--- config.mk ---
export PLATFORM = sky130hd
export DESIGN_NAME = flash_status_unit
export DESIGN_NICKNAME = d
export VERILOG_FILES = /design/src/rtl/fsu_pkg.sv /design/src/rtl/fsu_cmd_decode.sv /design/src/rtl/fsu_err_flags.sv /design/src/rtl/fsu_rd_snap.sv /design/src/rtl/fsu_pin_drv.sv /design/src/rtl/flash_status_unit.sv
export SDC_FILE = /design/constraint.sdc
export NUM_CORES = 1
export LEC_CHECK = 0
export BUFFER_PORTS_ARGS = -buffer_cell sky130_fd_sc_hd__buf_2
export CAP_MARGIN = 20
export CELL_PAD_IN_SITES_DETAIL_PLACEMENT = 2
export CELL_PAD_IN_SITES_GLOBAL_PLACEMENT = 2
export CORE_MARGIN = 3
export CORE_UTILIZATION = 29
export DETAILED_ROUTE_END_ITERATION = 6
export PLACE_DENSITY = 0.77
export RECOVER_POWER = 100
export SYNTH_ARGS = -nofsm -noshare
export SYNTH_HDL_FRONTEND = slang
export SYNTH_SLANG_ARGS = --single-unit
export TNS_END_PERCENT = 100
--- constraint.sdc ---
create_clock -name clk -period 1.84 [get_ports clk]
set_clock_uncertainty 0.15 [all_clocks]
set_input_delay 0 -clock clk [delete_from_list [all_inputs] [get_ports clk]]
set_output_delay 0 -clock clk [all_outputs]
set_load 0.02 [all_outputs]
--- src/rtl/fsu_pkg.sv ---
`timescale 1ns/1ps
package fsu_pkg;
   typedef enum logic [1:0] {
      PIN_LEVEL       = 2'd0,
      PIN_PULSE_ERASE = 2'd1,
      PIN_PULSE_WRITE = 2'd2,
      PIN_PULSE_BOTH  = 2'd3
   } pin_mode_t;

   localparam int unsigned SR_W     = 8;
   localparam int unsigned ERR_N    = 4;
   localparam logic [7:0]  CMD_CLR  = 8'h50;
   localparam logic [7:0]  CMD_PCFG = 8'hB8;
   localparam int unsigned POS_RDY  = 7;
   localparam int unsigned POS_ESUS = 6;
   localparam int unsigned POS_WSUS = 2;
   localparam int unsigned ERR_POS [ERR_N] = '{1, 3, 4, 5};
   localparam logic [SR_W-1:0] SR_RESET = 8'h80;
endpackage

--- src/rtl/fsu_cmd_decode.sv ---
`timescale 1ns/1ps
module fsu_cmd_decode
   import fsu_pkg::*;
(
   input  logic      clk,
   input  logic      rst_n,
   input  logic      cmd_valid,
   input  logic [7:0] cmd_data,
   input  logic      op_quiet,
   output logic      clr_req,
   output logic      mode_wr,
   output logic      cfg_pend,
   output pin_mode_t pin_mode
);
   logic pend_q;
   pin_mode_t mode_q;

   assign mode_wr  = cmd_valid && pend_q && (cmd_data[7:2] == 6'd0);
   assign clr_req  = cmd_valid && !pend_q && (cmd_data == CMD_CLR) && op_quiet;
   assign cfg_pend = pend_q;
   assign pin_mode = mode_q;

   always_ff @(posedge clk or negedge rst_n) begin
      if (!rst_n) begin
         pend_q <= 1'b0;
         mode_q <= PIN_LEVEL;
      end else if (cmd_valid) begin
         if (pend_q) begin
            pend_q <= 1'b0;
            if (mode_wr) mode_q <= pin_mode_t'(cmd_data[1:0]);
         end else begin
            pend_q <= (cmd_data == CMD_PCFG);
         end
      end
   end
endmodule

--- src/rtl/fsu_err_flags.sv ---
`timescale 1ns/1ps
module fsu_err_flags #(
   parameter int unsigned N = 4
) (
   input  logic         clk,
   input  logic         rst_n,
   input  logic         clr,
   input  logic [N-1:0] evt,
   output logic [N-1:0] flags
);
   logic [N-1:0] flags_q;
   assign flags = flags_q;

   always_ff @(posedge clk or negedge rst_n) begin
      if (!rst_n) flags_q <= '0;
      else        flags_q <= (clr ? '0 : flags_q) | evt;
   end
endmodule

--- src/rtl/fsu_rd_snap.sv ---
`timescale 1ns/1ps
module fsu_rd_snap #(
   parameter int unsigned W = 8,
   parameter logic [W-1:0] RST_VAL = '0
) (
   input  logic         clk,
   input  logic         rst_n,
   input  logic         rd_en,
   input  logic [W-1:0] live,
   output logic [W-1:0] snap
);
   logic         rd_q;
   logic [W-1:0] snap_q;
   assign snap = snap_q;

   always_ff @(posedge clk or negedge rst_n) begin
      if (!rst_n) begin
         rd_q   <= 1'b0;
         snap_q <= RST_VAL;
      end else begin
         rd_q <= rd_en;
         if (rd_en && !rd_q) snap_q <= live;
      end
   end
endmodule

--- src/rtl/fsu_pin_drv.sv ---
`timescale 1ns/1ps
module fsu_pin_drv
   import fsu_pkg::*;
#(
   parameter int unsigned PULSE_CLKS = 4
) (
   input  logic      clk,
   input  logic      rst_n,
   input  pin_mode_t mode,
   input  logic      mode_wr,
   input  logic      busy,
   input  logic      done_erase,
   input  logic      done_write,
   output logic      oe
);
   localparam int unsigned CNT_W = $clog2(PULSE_CLKS + 1);
   localparam logic [CNT_W-1:0] CNT_LOAD = CNT_W'(PULSE_CLKS);

   logic [CNT_W-1:0] cnt_q;
   logic qual;

   assign qual = (done_erase && (mode == PIN_PULSE_ERASE || mode == PIN_PULSE_BOTH)) ||
                 (done_write && (mode == PIN_PULSE_WRITE || mode == PIN_PULSE_BOTH));

   always_ff @(posedge clk or negedge rst_n) begin
      if (!rst_n)              cnt_q <= '0;
      else if (mode_wr)        cnt_q <= '0;
      else if (qual)           cnt_q <= CNT_LOAD;
      else if (cnt_q != '0)    cnt_q <= cnt_q - 1'b1;
   end

   assign oe = (mode == PIN_LEVEL) ? busy : (cnt_q != '0);
endmodule

--- src/rtl/flash_status_unit.sv ---
`timescale 1ns/1ps
module flash_status_unit
   import fsu_pkg::*;
#(
   parameter int unsigned PULSE_CLKS = 4
) (
   input  logic       clk,
   input  logic       rst_n,
   input  logic       cmd_valid,
   input  logic [7:0] cmd_data,
   input  logic       eng_busy,
   input  logic       erase_susp,
   input  logic       write_susp,
   input  logic [3:0] err_evt,
   input  logic       done_erase,
   input  logic       done_write,
   input  logic       rd_en,
   output logic [7:0] status_rd,
   output logic       sts_oe,
   output logic       sts_out
);
   if (PULSE_CLKS < 1 || PULSE_CLKS > 65535) begin : g_bad_pulse
      $error("PULSE_CLKS must lie in 1..65535");
   end

   logic            clr_req;
   logic            mode_wr;
   logic            cfg_pend;
   pin_mode_t       pin_mode;
   logic [ERR_N-1:0] err_flags;
   wire  [SR_W-1:0] sr_live;

   fsu_cmd_decode u_dec (
      .clk(clk), .rst_n(rst_n), .cmd_valid(cmd_valid), .cmd_data(cmd_data),
      .op_quiet(!eng_busy && !erase_susp && !write_susp),
      .clr_req(clr_req), .mode_wr(mode_wr), .cfg_pend(cfg_pend), .pin_mode(pin_mode)
   );

   fsu_err_flags #(.N(ERR_N)) u_err (
      .clk(clk), .rst_n(rst_n), .clr(clr_req), .evt(err_evt), .flags(err_flags)
   );

   for (genvar i = 0; i < ERR_N; i++) begin : g_errbit
      assign sr_live[ERR_POS[i]] = err_flags[i];
   end
   assign sr_live[POS_RDY]  = !eng_busy;
   assign sr_live[POS_ESUS] = erase_susp;
   assign sr_live[POS_WSUS] = write_susp;
   assign sr_live[0]        = 1'b0;

   fsu_rd_snap #(.W(SR_W), .RST_VAL(SR_RESET)) u_snap (
      .clk(clk), .rst_n(rst_n), .rd_en(rd_en), .live(sr_live), .snap(status_rd)
   );

   fsu_pin_drv #(.PULSE_CLKS(PULSE_CLKS)) u_pin (
      .clk(clk), .rst_n(rst_n), .mode(pin_mode), .mode_wr(mode_wr), .busy(eng_busy),
      .done_erase(done_erase), .done_write(done_write), .oe(sts_oe)
   );

   assign sts_out = 1'b0;
endmodule

# Yosys cells after proc, flatten, opt, wreduce, memory -nomap -nowiden

Cells that the tools add are included.

Bits in registers: 18
Input port bits: 21
Output and inout port bits: 10
Logic and storage cells: 42

Add/sub/neg operators: 1
Equality and inequality tests: 5
Mux-type cells: 6
Bitwise logic cells: 1
Reductions and logical operators: 23

Operators with widths:

| operator              | number |
|---|---|
| $logic_and A1 B1 Y1   | 10 |
| $mux W3               | 3 |
| $eq A8 B7 Y1 const B  | 1 |
| $eq A8 B8 Y1 const B  | 1 |
| $logic_not A6 Y1      | 1 |
| $reduce_bool A3 Y1    | 2 |
| $logic_not A1 Y1      | 5 |
| $eq A2 B2 Y1 const B  | 2 |
| $mux W4               | 1 |
| $or A4 B4 Y4          | 1 |
| $logic_or A1 B1 Y1    | 3 |
| $reduce_and A3 Y1     | 1 |
| $sub A3 B1 Y3 const B | 1 |
| $eq A2 B1 Y1 const B  | 1 |
| $logic_not A2 Y1      | 1 |
| $mux W1               | 2 |

# Logic depth before layout (Yosys ltp)

Gate-level depths: netlist of run 1.

Word-level depth: 6
Gate-level depth with buffers: 5

# Modules after synthesis

Synthesis of run 1 repeated with hierarchy kept, for this count alone.

Cells, all modules: 68
Area total of the unflattened synthesis: 910.9 um2

By module, submodules not included:

| module            | times used | cells each | area each (um2) | seq. area each (um2) |
|---|---|---|---|---|
| fsu_rd_snap       | 1          | 19         | 371.6           | 226.5 |
| fsu_pin_drv       | 1          | 19         | 193.9           | 75.1 |
| fsu_cmd_decode    | 1          | 17         | 186.4           | 75.1 |
| fsu_err_flags     | 1          | 9          | 133.9           | 100.1 |
| flash_status_unit | 1          | 4          | 25.0            | 0.0 |

# Worst setup path before layout of run 1

No wires, ideal clock.

Path kind: register to output
Start point: reg u_pin.cnt_q[0]
End point: out sts_oe
Data arrival time: 1.228 ns
Data required time: 1.690 ns
Path slack: 0.462 ns
Stages on the path, launching flop included: 5
Path buffers: 0
Path through: dfrtp_1 -> inv_1 -> ha_1 -> nor2b_1 -> o21ai_0

Cells in the longest elaborated chain, start to end: 2

RTL lines:

| element                  | line                    | text |
|---|---|---|
| start: declaration       | fsu_pin_drv.sv:19       | `logic [CNT_W-1:0] cnt_q;` |
| start signal: assignment | fsu_pin_drv.sv:29       | `else if (cnt_q != '0) cnt_q <= cnt_q - 1'b1;` |
| $reduce_bool A3 Y1       | fsu_pin_drv.sv:32       | `assign oe = (mode == PIN_LEVEL) ? busy : (cnt_q != '0);` |
| $mux W1                  | fsu_pin_drv.sv:32       |  |
| end: declaration         | flash_status_unit.sv:19 | `output logic sts_oe,` |

No other way between the ends.

# Worst setup path after layout of run 1

Start point: reg u_dec.pend_q, in the netlist u_dec.cfg_pend
End point: reg u_dec.pend_q, in the netlist u_dec.cfg_pend

Cells in the longest elaborated chain, start to end: 1

RTL lines:

| element                  | line                 | text |
|---|---|---|
| start: declaration       | fsu_cmd_decode.sv:15 | `logic pend_q;` |
| start signal: assignment | fsu_cmd_decode.sv:32 | `pend_q <= (cmd_data == CMD_PCFG);` |
| $mux W1                  | fsu_cmd_decode.sv:28 | `if (pend_q) begin` |

No other way between the ends.
A chain may end at the register's enable or synchronous reset.

==> out/metrics.cfg, run 1 <==
[run_status]
run_status = finished clean

[sta]
hold_violations = 0
fin_crit_ns = 1.71
worst_pin_slew_ns = 0.949
setup_viol = 0
post-route-period-util_pct = 93.0
relSlewSlack_pct = 36.7
rsz0062_at_grt = false
max_freq_mhz = 585
setup-tns-final_ns = 0
slew_viol_final = 0

[global_route]
grt_max_degree = 19
grt_pass1_vias = 798
overflow = 0
grt_pass1_wl_mm = 3.85
grt_usage_pct = 14.8
antenna_found_initial = 0

[synth]
syn_avg_cell_area_um2 = 12.5
synth_area_leaders = dfrtp_1, mux2_2, a21o_1
yosys-top-cells-count = dfrtp_1, mux2_2, a21o_1, nand2_1
synthArstFlopShare_pct = 100
syn_inst = 65
ys_seq_area_share_pct = 55.5
synth_top_area_share_pct = 52.3
synth_edf_count = 0
ys_ff_latch = 18
synth.largest_area_cell = dfrtp_1
yosysMostFrequentCell = dfrtp_1
ys.flop_type = dfrtp_1
syn-cell-area_um2 = 813
synth_cell_types = 29
yosysWarnings = 0

[floorplanning]
rows = 18
io_pins = 31
fp.dieH_um = 59.0
die-area_mm2 = 0.00348
start_util_pct = 31.7
core_mm2 = 0.00257
die_width_um = 59.0

[pwr]
p_leak_nw = 0.494
peakVddDrop_uv = 528
pwr_density_cell_mw_per_mm2 = 865

[drt]
drcViolationCount = 0
viasPerCell = 4.72
dr_wl_met2_mm = 1.30
drt_wl_total_mm = 2.24
highest_layer = met3
drt_iter0_markers = 11
wl_met3_um = 94
wl_per_cell_um = 15.9
dr.pass1.iters = 4
vias = 665
met1_length_um = 842
ant_nets = 0

[cts]
clock-sinks = 18
clk_pin_slew_ns = 0.11
cts_tree = yes
postCtsSetupBuffers = 0
numCtsBuffers = 3
clock-root-buffer = clkbuf_4
clock_latency_ns = 0.29
clock_path_buffers = 2
cts.htree.levels = 1

[layout]
nets = 135
drive_gt1_share_pct = 27.9
final_util_pct = 45.1
fill_cells = 275
synthToLayoutAreaGrowth_pct = 42.3
diodes = 0

[placed_design]
hpwl_mm = 1.63
portBuffers = 28
gp_congestion = 0.660

[hold_path]
hp-start = cmd_data[7]
hp-class = input port to register

[critical_path]
criticalPathCategory = register to register
max_stage_delay_ns = 0.57
crit_chain = nor4b_4 > nand2_1 > o22ai_1 > dlygate4sd3_1
cp_slowest_cell = dlygate4sd3_1
crit_start = u_dec.cfg_pend
crit_fanout = 3
cp_data_arrival_time_ns = 1.79
end_kind = register
startpoint_type = register
cp.required_ns = 1.92
timing.rr.start = u_dec.cfg_pend

[run]
cap_violations = 0

[placed cells by master, fill, tap and decap left out, drive strengths merged, types with 2 or more instances in the layout]
master / Yosys / final
buf: 3 / 18
dfrtp: 17 / 17
dlygate4sd3: 0 / 16
clkbuf: 0 / 14
mux2: 8 / 8
a21o: 4 / 4
nand2: 4 / 4
inv: 3 / 3
nor2: 3 / 3
nand4: 2 / 2
o21ai: 2 / 2
nand2b: 2 / 2
ha: 2 / 2
conb: 1 / 2
nor4b: 2 / 2
[what timing repair did]
item                       CTS  global route
resized for setup            0             1
hold endpoints to repair    32             0
setup endpoints to repair    0             1
hold buffers                16             0
[registers in the layout, summed over array words and instances (netlist names)]
name            cells
u_snap.snap         7
u_err.flags         4
u_pin.cnt_q         3
u_dec.pin_mode      2
u_dec.cfg_pend      1
u_snap.rd_q         1
[logic make-up (layout without fill, tap and decap cells)]
logic type	Yosys count	after routing	synth area share [%]
buffers and inverters	6	51	3.84
xor gates and xnor gates	1	1	1.08
AOI/OAI and AO/OA	10	10	8.92
adders and majority gates	2	2	3.08
DFF	18	18	55.5
muxes	9	9	12.3
and+or+nand+nor	18	18	14.8
other	1	2	0.461
[report_power, final]
part | total [W] | switching, W | leakage, nW | internal [W]
sequential | 0.000473 | 0.0000286 | 0.193 | 0.000445
combinational | 0.000280 | 0.000137 | 0.280 | 0.000143
clock | 0.000248 | 0.000127 | 0.0210 | 0.000120
[layout make-up]
class	count	area [um2]	share of cell area [%]
well taps	30	37.5	3.24
flip-flops and latches	18	452	39.0
inverters	3	11.3	0.973
clock buffers	4	36.3	3.14
repair buffers	44	289	25.0
multi-input cells	42	332	28.6
[metrics by stage]
stage / area [um2] / power, W / hold slack (ns) / setup slack, ns / instances
6_report: 1160 / 0.00100 / 0.0515 / 0.130 / 141
5_1_grt: 1160 / 0.00108 / 0.0432 / 0.0491 / 141
4_1_cts: 1170 / 0.00102 / 0.000300 / 0.115 / 141
3_5_place_dp: 975 / 0.000753 / -0.188 / 0.377 / 121
3_3_place_gp: 975 / 0.000720 / -0.201 / 0.427 / 121
2_1_floorplan: 817 / 0.000657 / -0.446 / 0.462 / 66
[worst max-delay path: cells and delay by family (launching register included)]
kind                   cells  cell delay [ns]
buffers and inverters      1             0.57
AO/OA/AOI/OAI              1             0.14
AND/OR/NAND/NOR            2             0.36
flip-flops                 1             0.44
[routing by layer]
layer  GRT usage, %  vias to the layer above
li1               -                      315
met1           17.0                      331
met2           29.0                       19
met3           2.41                        0
met4           1.94                        0
met5              0                        -
[final timing paths]
kind                                        to  slack, ns  depth (start not counted)
worst max-delay path            u_dec.cfg_pend       0.13                          4
worst min-delay path            u_err.flags[3]       0.05                          4
worst max register to register  u_dec.cfg_pend       0.13                          4
worst min register to register  u_snap.snap[7]       0.34                          2
max in group asynchronous       u_pin.cnt_q[2]       0.76                          2
min in group asynchronous       u_snap.snap[2]       0.21                          2
(Power assumes the default switching activity.)
==> inputs of run 2 (changes only) <==
Settings changed: CORE_UTILIZATION 29 to 25, PLACE_DENSITY 0.77 to 0.71.
Clock period 1.84 ns to 1.4 ns, I/O delays scaled along.
==> out/metrics.cfg, run 2 (synthesis gave the netlist of run 1 again) <==
[cts]
clock_path_buffers = 2  ; unchanged
clock_latency_ns = 0.30  ; about the same
cts.htree.levels = 1  ; unchanged
cts_tree = yes
numCtsBuffers = 3  ; unchanged
clock-root-buffer = clkbuf_4
clock-sinks = 18  ; unchanged
clk_pin_slew_ns = 0.11  ; about the same
cts_hold_buffers = 19  ; +3

[global_route]
grt_pass1_wl_mm = 4.31  ; +12%
grt_max_degree = 11  ; -8
grt_usage_pct = 14.2  ; -0.64 points
grt_pass1_vias = 891  ; +12%
overflow = 0  ; unchanged
antenna_found_initial = 0  ; unchanged

[sta]
post-route-period-util_pct = 103
setup_viol = 5  ; +5
hold_violations = 4  ; +4
holdWs_ns = -0.0429  ; -0.0944 ns
setup_ws_ns = -0.0476  ; -0.177 ns
fin_crit_ns = 1.45
rsz0062_at_grt = true
slew_viol_final = 0  ; unchanged
max_freq_mhz = 691

[floorplanning]
die_width_um = 63.0  ; +6.9%
fp.dieH_um = 63.0  ; +6.9%
io_pins = 31  ; unchanged
rows = 20  ; +2
die-area_mm2 = 0.00397  ; +14%
start_util_pct = 26.4  ; -5.3 points
core_mm2 = 0.00308  ; +20%

[layout]
largest_reg_flops = 7  ; unchanged
synthToLayoutAreaGrowth_pct = 64.5
most-common-layout-cells = dlygate4sd3_1, dfrtp_1, buf_2
diodes = 0  ; unchanged
final_cells = 168  ; +19%
nets = 148  ; +9.6%
final_common_cell = dlygate4sd3_1
drive_gt1_share_pct = 39.5  ; +12 points
fin_area_mm2 = 0.00134  ; +16%

[critical_path]
criticalPathCategory = register to output port
startpoint_type = register
crit_start = u_pin.cnt_q[0]
crit_fanout = 2  ; -1
end_kind = output port
cp.required_ns = 1.25  ; -0.67 ns
timing.rr.start = u_pin.cnt_q[0]
cp_data_arrival_time_ns = 1.30  ; -0.49 ns

[placed_design]
dp.cells = 137  ; +13%
placed_area_mm2 = 0.00101  ; +3.3%
gp_congestion = 0.742  ; +12%
pre_cts_slack_ns = -0.0919  ; -0.469 ns
portBuffers = 28  ; unchanged

[pwr]
power_frac_seq_pct = 40.0  ; -7.3 points
internal-power_w = 0.00110  ; +56%
p_clk_share_pct = 20.8  ; -3.9 points
finalPower_w = 0.00159  ; +59%
pwr_density_cell_mw_per_mm2 = 1190  ; +37%
sw_frac_of_total_pct = 30.7  ; +1.4 points
p_sw_w = 0.000488  ; +66%
p_leak_nw = 0.569  ; +15%
peakVddDrop_uv = 432  ; -18%
p_comb_share_pct = 39.2  ; +11 points

[drt]
wl_per_cell_um = 15.9  ; +0.15%
drcViolationCount = 0  ; unchanged
ant_nets = 0  ; unchanged
drt_iter0_markers = 6  ; -5
dr.pass1.iters = 2  ; -2
drt_wl_total_mm = 2.67  ; +19%
viasPerCell = 4.29  ; -9.0%
vias = 721  ; +8.4%

[hold_path]
hp-start = cmd_data[7]
hp-class = input port to register

[run_status]
run_status = complete, but fails checks
violations = hold timing, setup timing

[run]
cap_violations = 0  ; unchanged

run 2: power groups by stage:
| stage | registers (W) | logic (W) | clock network, W |
|---|---|---|---|
| finish | 0.000636 | 0.000623 | 0.000330 |
| global route | 0.000644 | 0.000687 | 0.000372 |
| CTS | 0.000631 | 0.000564 | 0.000347 |
| detailed placement | 0.000634 | 0.000377 | 0 |
| global placement | 0.000628 | 0.000337 | 0 |
| floorplan | 0.000641 | 0.000223 | 0 |
run 2: stage by stage:
step / hold WS [ns] / util (%) / setup TNS [ns]
after global routing: -0.0317 / 43.5 / -0.761
after CTS: -0.00269 / 42.5 / -0.121
after floorplan: -0.446 / - / 0
after global placement: -0.204 / 32.7 / 0
after detailed placement: -0.196 / 32.7 / -0.330
final: -0.0429 / 43.5 / -0.0662
run 2: area by class of cell:
cell class	count	area [um2]
clock buffer	4	36.3
fill	339	1740
inverter	3	11.3
multi-input combinational	42	384
sequential	18	452
tap	44	55.1
timing repair buffer	57	399
run 2: worst paths after layout:
path,endpoint,slack [ns],cells past startpoint
hold / removal,u_dec.pin_mode[1],-0.04,4
min in group asynchronous,u_snap.snap[7],0.08,2
setup reg to reg,u_pin.cnt_q[0],-0.01,6
max in group asynchronous,u_dec.cfg_pend,0.13,3
hold reg to reg,u_err.flags[0],0.34,1
setup / recovery,sts_oe,-0.05,5
run 2: timing repair:
action / in CTS / in global routing
endpoints found under the setup margin: 6 / 11
setup buffers: 7 / 2
gates cloned: 0 / 0
pin swaps: 7 / 5
resized for setup: 9 / 6
endpoints found under the hold margin: 32 / 3
run 2: routing by layer:
metal	up-vias	wire (um)	global-route usage, %	part of all wire (%)
li1	341	-	-	-
met4	0	8	2.48	0.30
met1	361	907	13.2	34
met2	17	1650	29.4	62
met5	-	0	0	0
met3	2	113	4.50	4.2
run 2: worst max-delay path: stages, from the launching register on:
cell     delay [ns]
dfrtp_1        0.39
inv_2          0.07
ha_4           0.15
nor2b_4        0.13
o21ai_2        0.13
buf_6          0.13
==> inputs of run 3 (changes only) <==
Settings changed: PLACE_DENSITY 0.71 to 0.68.
Clock period 1.4 ns to 1.55 ns, I/O delays scaled along.
==> out/metrics.cfg, run 3 (synthesis gave the netlist of run 1 again) <==
[run_status]
run_status = finished clean

[layout]
nets = 140  ; -5.4%
fill_cells = 339  ; unchanged
fin_area_mm2 = 0.00126  ; -6.0%
multi_input_area_um2 = 367  ; -4.6%
drive_gt1_share_pct = 34.5  ; -5.0 points
register_area_um2 = 452  ; unchanged
final_common_cell = dlygate4sd3_1
most-common-layout-cells = dlygate4sd3_1, buf_2, dfrtp_1
diodes = 0  ; unchanged
synthToLayoutAreaGrowth_pct = 54.6
final_cells = 160  ; -4.8%
largest_reg_flops = 7  ; unchanged

[placed_design]
gp_congestion = 0.756  ; +2.0%
placed_area_um2 = 992  ; -1.5%
dp.cells = 135  ; -1.5%
portBuffers = 28  ; unchanged
hpwl_mm = 1.67

[floorplanning]
start_util_pct = 26.4  ; unchanged
io_pins = 31  ; unchanged
die-area_mm2 = 0.00397  ; unchanged
fp.dieH_um = 63.0  ; unchanged
core_mm2 = 0.00308  ; unchanged
rows = 20  ; unchanged
die_width_um = 63.0  ; unchanged

[cts]
clock-sinks = 18  ; unchanged
cts.htree.levels = 1  ; unchanged
numCtsBuffers = 3  ; unchanged
clk_pin_slew_ns = 0.10  ; about the same
clock_latency_ns = 0.30  ; about the same
clock-root-buffer = clkbuf_4
cts_tree = yes
clock_path_buffers = 2  ; unchanged

[global_route]
antenna_found_initial = 0  ; unchanged
grt_pass1_vias = 821  ; -7.9%
grt_usage_pct = 12.9  ; -1.3 points
overflow = 0  ; unchanged
grt_max_degree = 19  ; +8
grt_pass1_wl_mm = 4.00  ; -7.2%

[critical_path]
r2r_cells = 3  ; -3
cp_data_arrival_time_ns = 1.57  ; +0.27 ns
criticalPathCategory = input port to register
crit_fanout = 4  ; +2
timing.rr.start = u_dec.cfg_pend
ff2ff_setup_slack_ns = 0.11  ; +0.12 ns
end_kind = register
r2r-end = u_err.flags[1]
cp.required_ns = 1.60  ; +0.35 ns
startpoint_type = input port

[sta]
max_freq_mhz = 658
holdWs_ns = 0.0278  ; +0.0706 ns
hold_violations = 0  ; -4
setup_viol = 0  ; -5
fin_crit_ns = 1.52
slew_viol_final = 0  ; unchanged
worst_pin_slew_ns = 0.985
post-route-period-util_pct = 98.0
relSlewSlack_pct = 34.4

[pwr]
p_leak_nw = 0.523  ; -8.1%
pwr_density_cell_mw_per_mm2 = 1030  ; -13%
peakVddDrop_uv = 566  ; +31%

[hold_path]
hp-class = input port to register
hp-start = cmd_data[6]
min_path_cells = 4  ; unchanged
hold_end = u_dec.pin_mode[1]

[drt]
dr.pass1.iters = 3  ; +1
ant_nets = 0  ; unchanged
drt_wl_total_mm = 2.49  ; -6.8%
viasPerCell = 4.46  ; +3.8%
drcViolationCount = 0  ; unchanged
wl_per_cell_um = 15.6  ; -2.2%
drt_iter0_markers = 13  ; +7
vias = 713  ; -1.1%

[run]
cap_violations = 0  ; unchanged

[run 3: cell types whose count changed in the layout (fill, tap and decap cells not counted), sizes merged]
cell    previous run  this run
clkbuf            15        13
buf               27        21
[run 3: power breakdown]
| group | total [W] | leakage, nW | internal (W) | switching [W] |
|---|---|---|---|---|
| Combinational | 0.000426 | 0.310 | 0.000228 | 0.000198 |
| Sequential | 0.000574 | 0.193 | 0.000528 | 0.0000462 |
| Clock | 0.000294 | 0.0210 | 0.000143 | 0.000151 |
[run 3: per-stage QoR]
stage / setup slack (ns) / power [W] / setup TNS (ns) / util [%]
2_1_floorplan: 0.172 / 0.000780 / 0 / -
3_3_place_gp: 0.127 / 0.000857 / 0 / 32.2
3_5_place_dp: 0.0681 / 0.000891 / 0 / 32.2
4_1_cts: 0.00748 / 0.00126 / 0 / 40.0
5_1_grt: -0.00192 / 0.00139 / -0.00192 / 40.9
6_report: 0.0308 / 0.00129 / 0 / 40.9
[run 3: worst max path at each step]
stage | startpoint | endpoint | slack [ns] | cells past startpoint
finish | eng_busy | u_err.flags[1] | 0.03 | 5
global route | u_pin.cnt_q[0] | sts_oe | -0.002 | 5
CTS | u_pin.cnt_q[1] | sts_oe | 0.007 | 5
detailed placement | u_dec.cfg_pend | u_err.flags[0] | 0.07 | 3
global placement | u_dec.cfg_pend | u_err.flags[1] | 0.13 | 3
floorplan | u_pin.cnt_q[0] | sts_oe | 0.17 | 4
[run 3: repair_timing]
action / in CTS / in global routing
gates resized for setup: 6 / 4
hold endpoints to repair: 32 / 0
endpoints found under the setup margin: 1 / 5
pin swaps: 0 / 1
setup buffers: 0 / 2
hold buffers: 19 / 0
[run 3: critical path: stages]
cell and delay [ns]:
dlygate4sd3_1 0.57, buf_2 0.17, nor4b_1 0.34, nand4_1 0.25, a21o_1 0.23
[run 3: per-layer routing]
layer | vias to the layer above | part of all wire, % | global-route usage, %
li1 | 325 | - | -
met1 | 364 | 38 | 13.6
met2 | 20 | 57 | 24.4
met3 | 4 | 3.7 | 4.14
met4 | 0 | 1.1 | 3.31
met5 | - | 0 | 0
[run 3: layout make-up]
type	instances	share of cell area [%]
tap	44	4.38
timing repair buffer	49	26.8
inverter	3	0.896
clock buffer	4	2.89
multi-input combinational	42	29.2
sequential	18	35.9
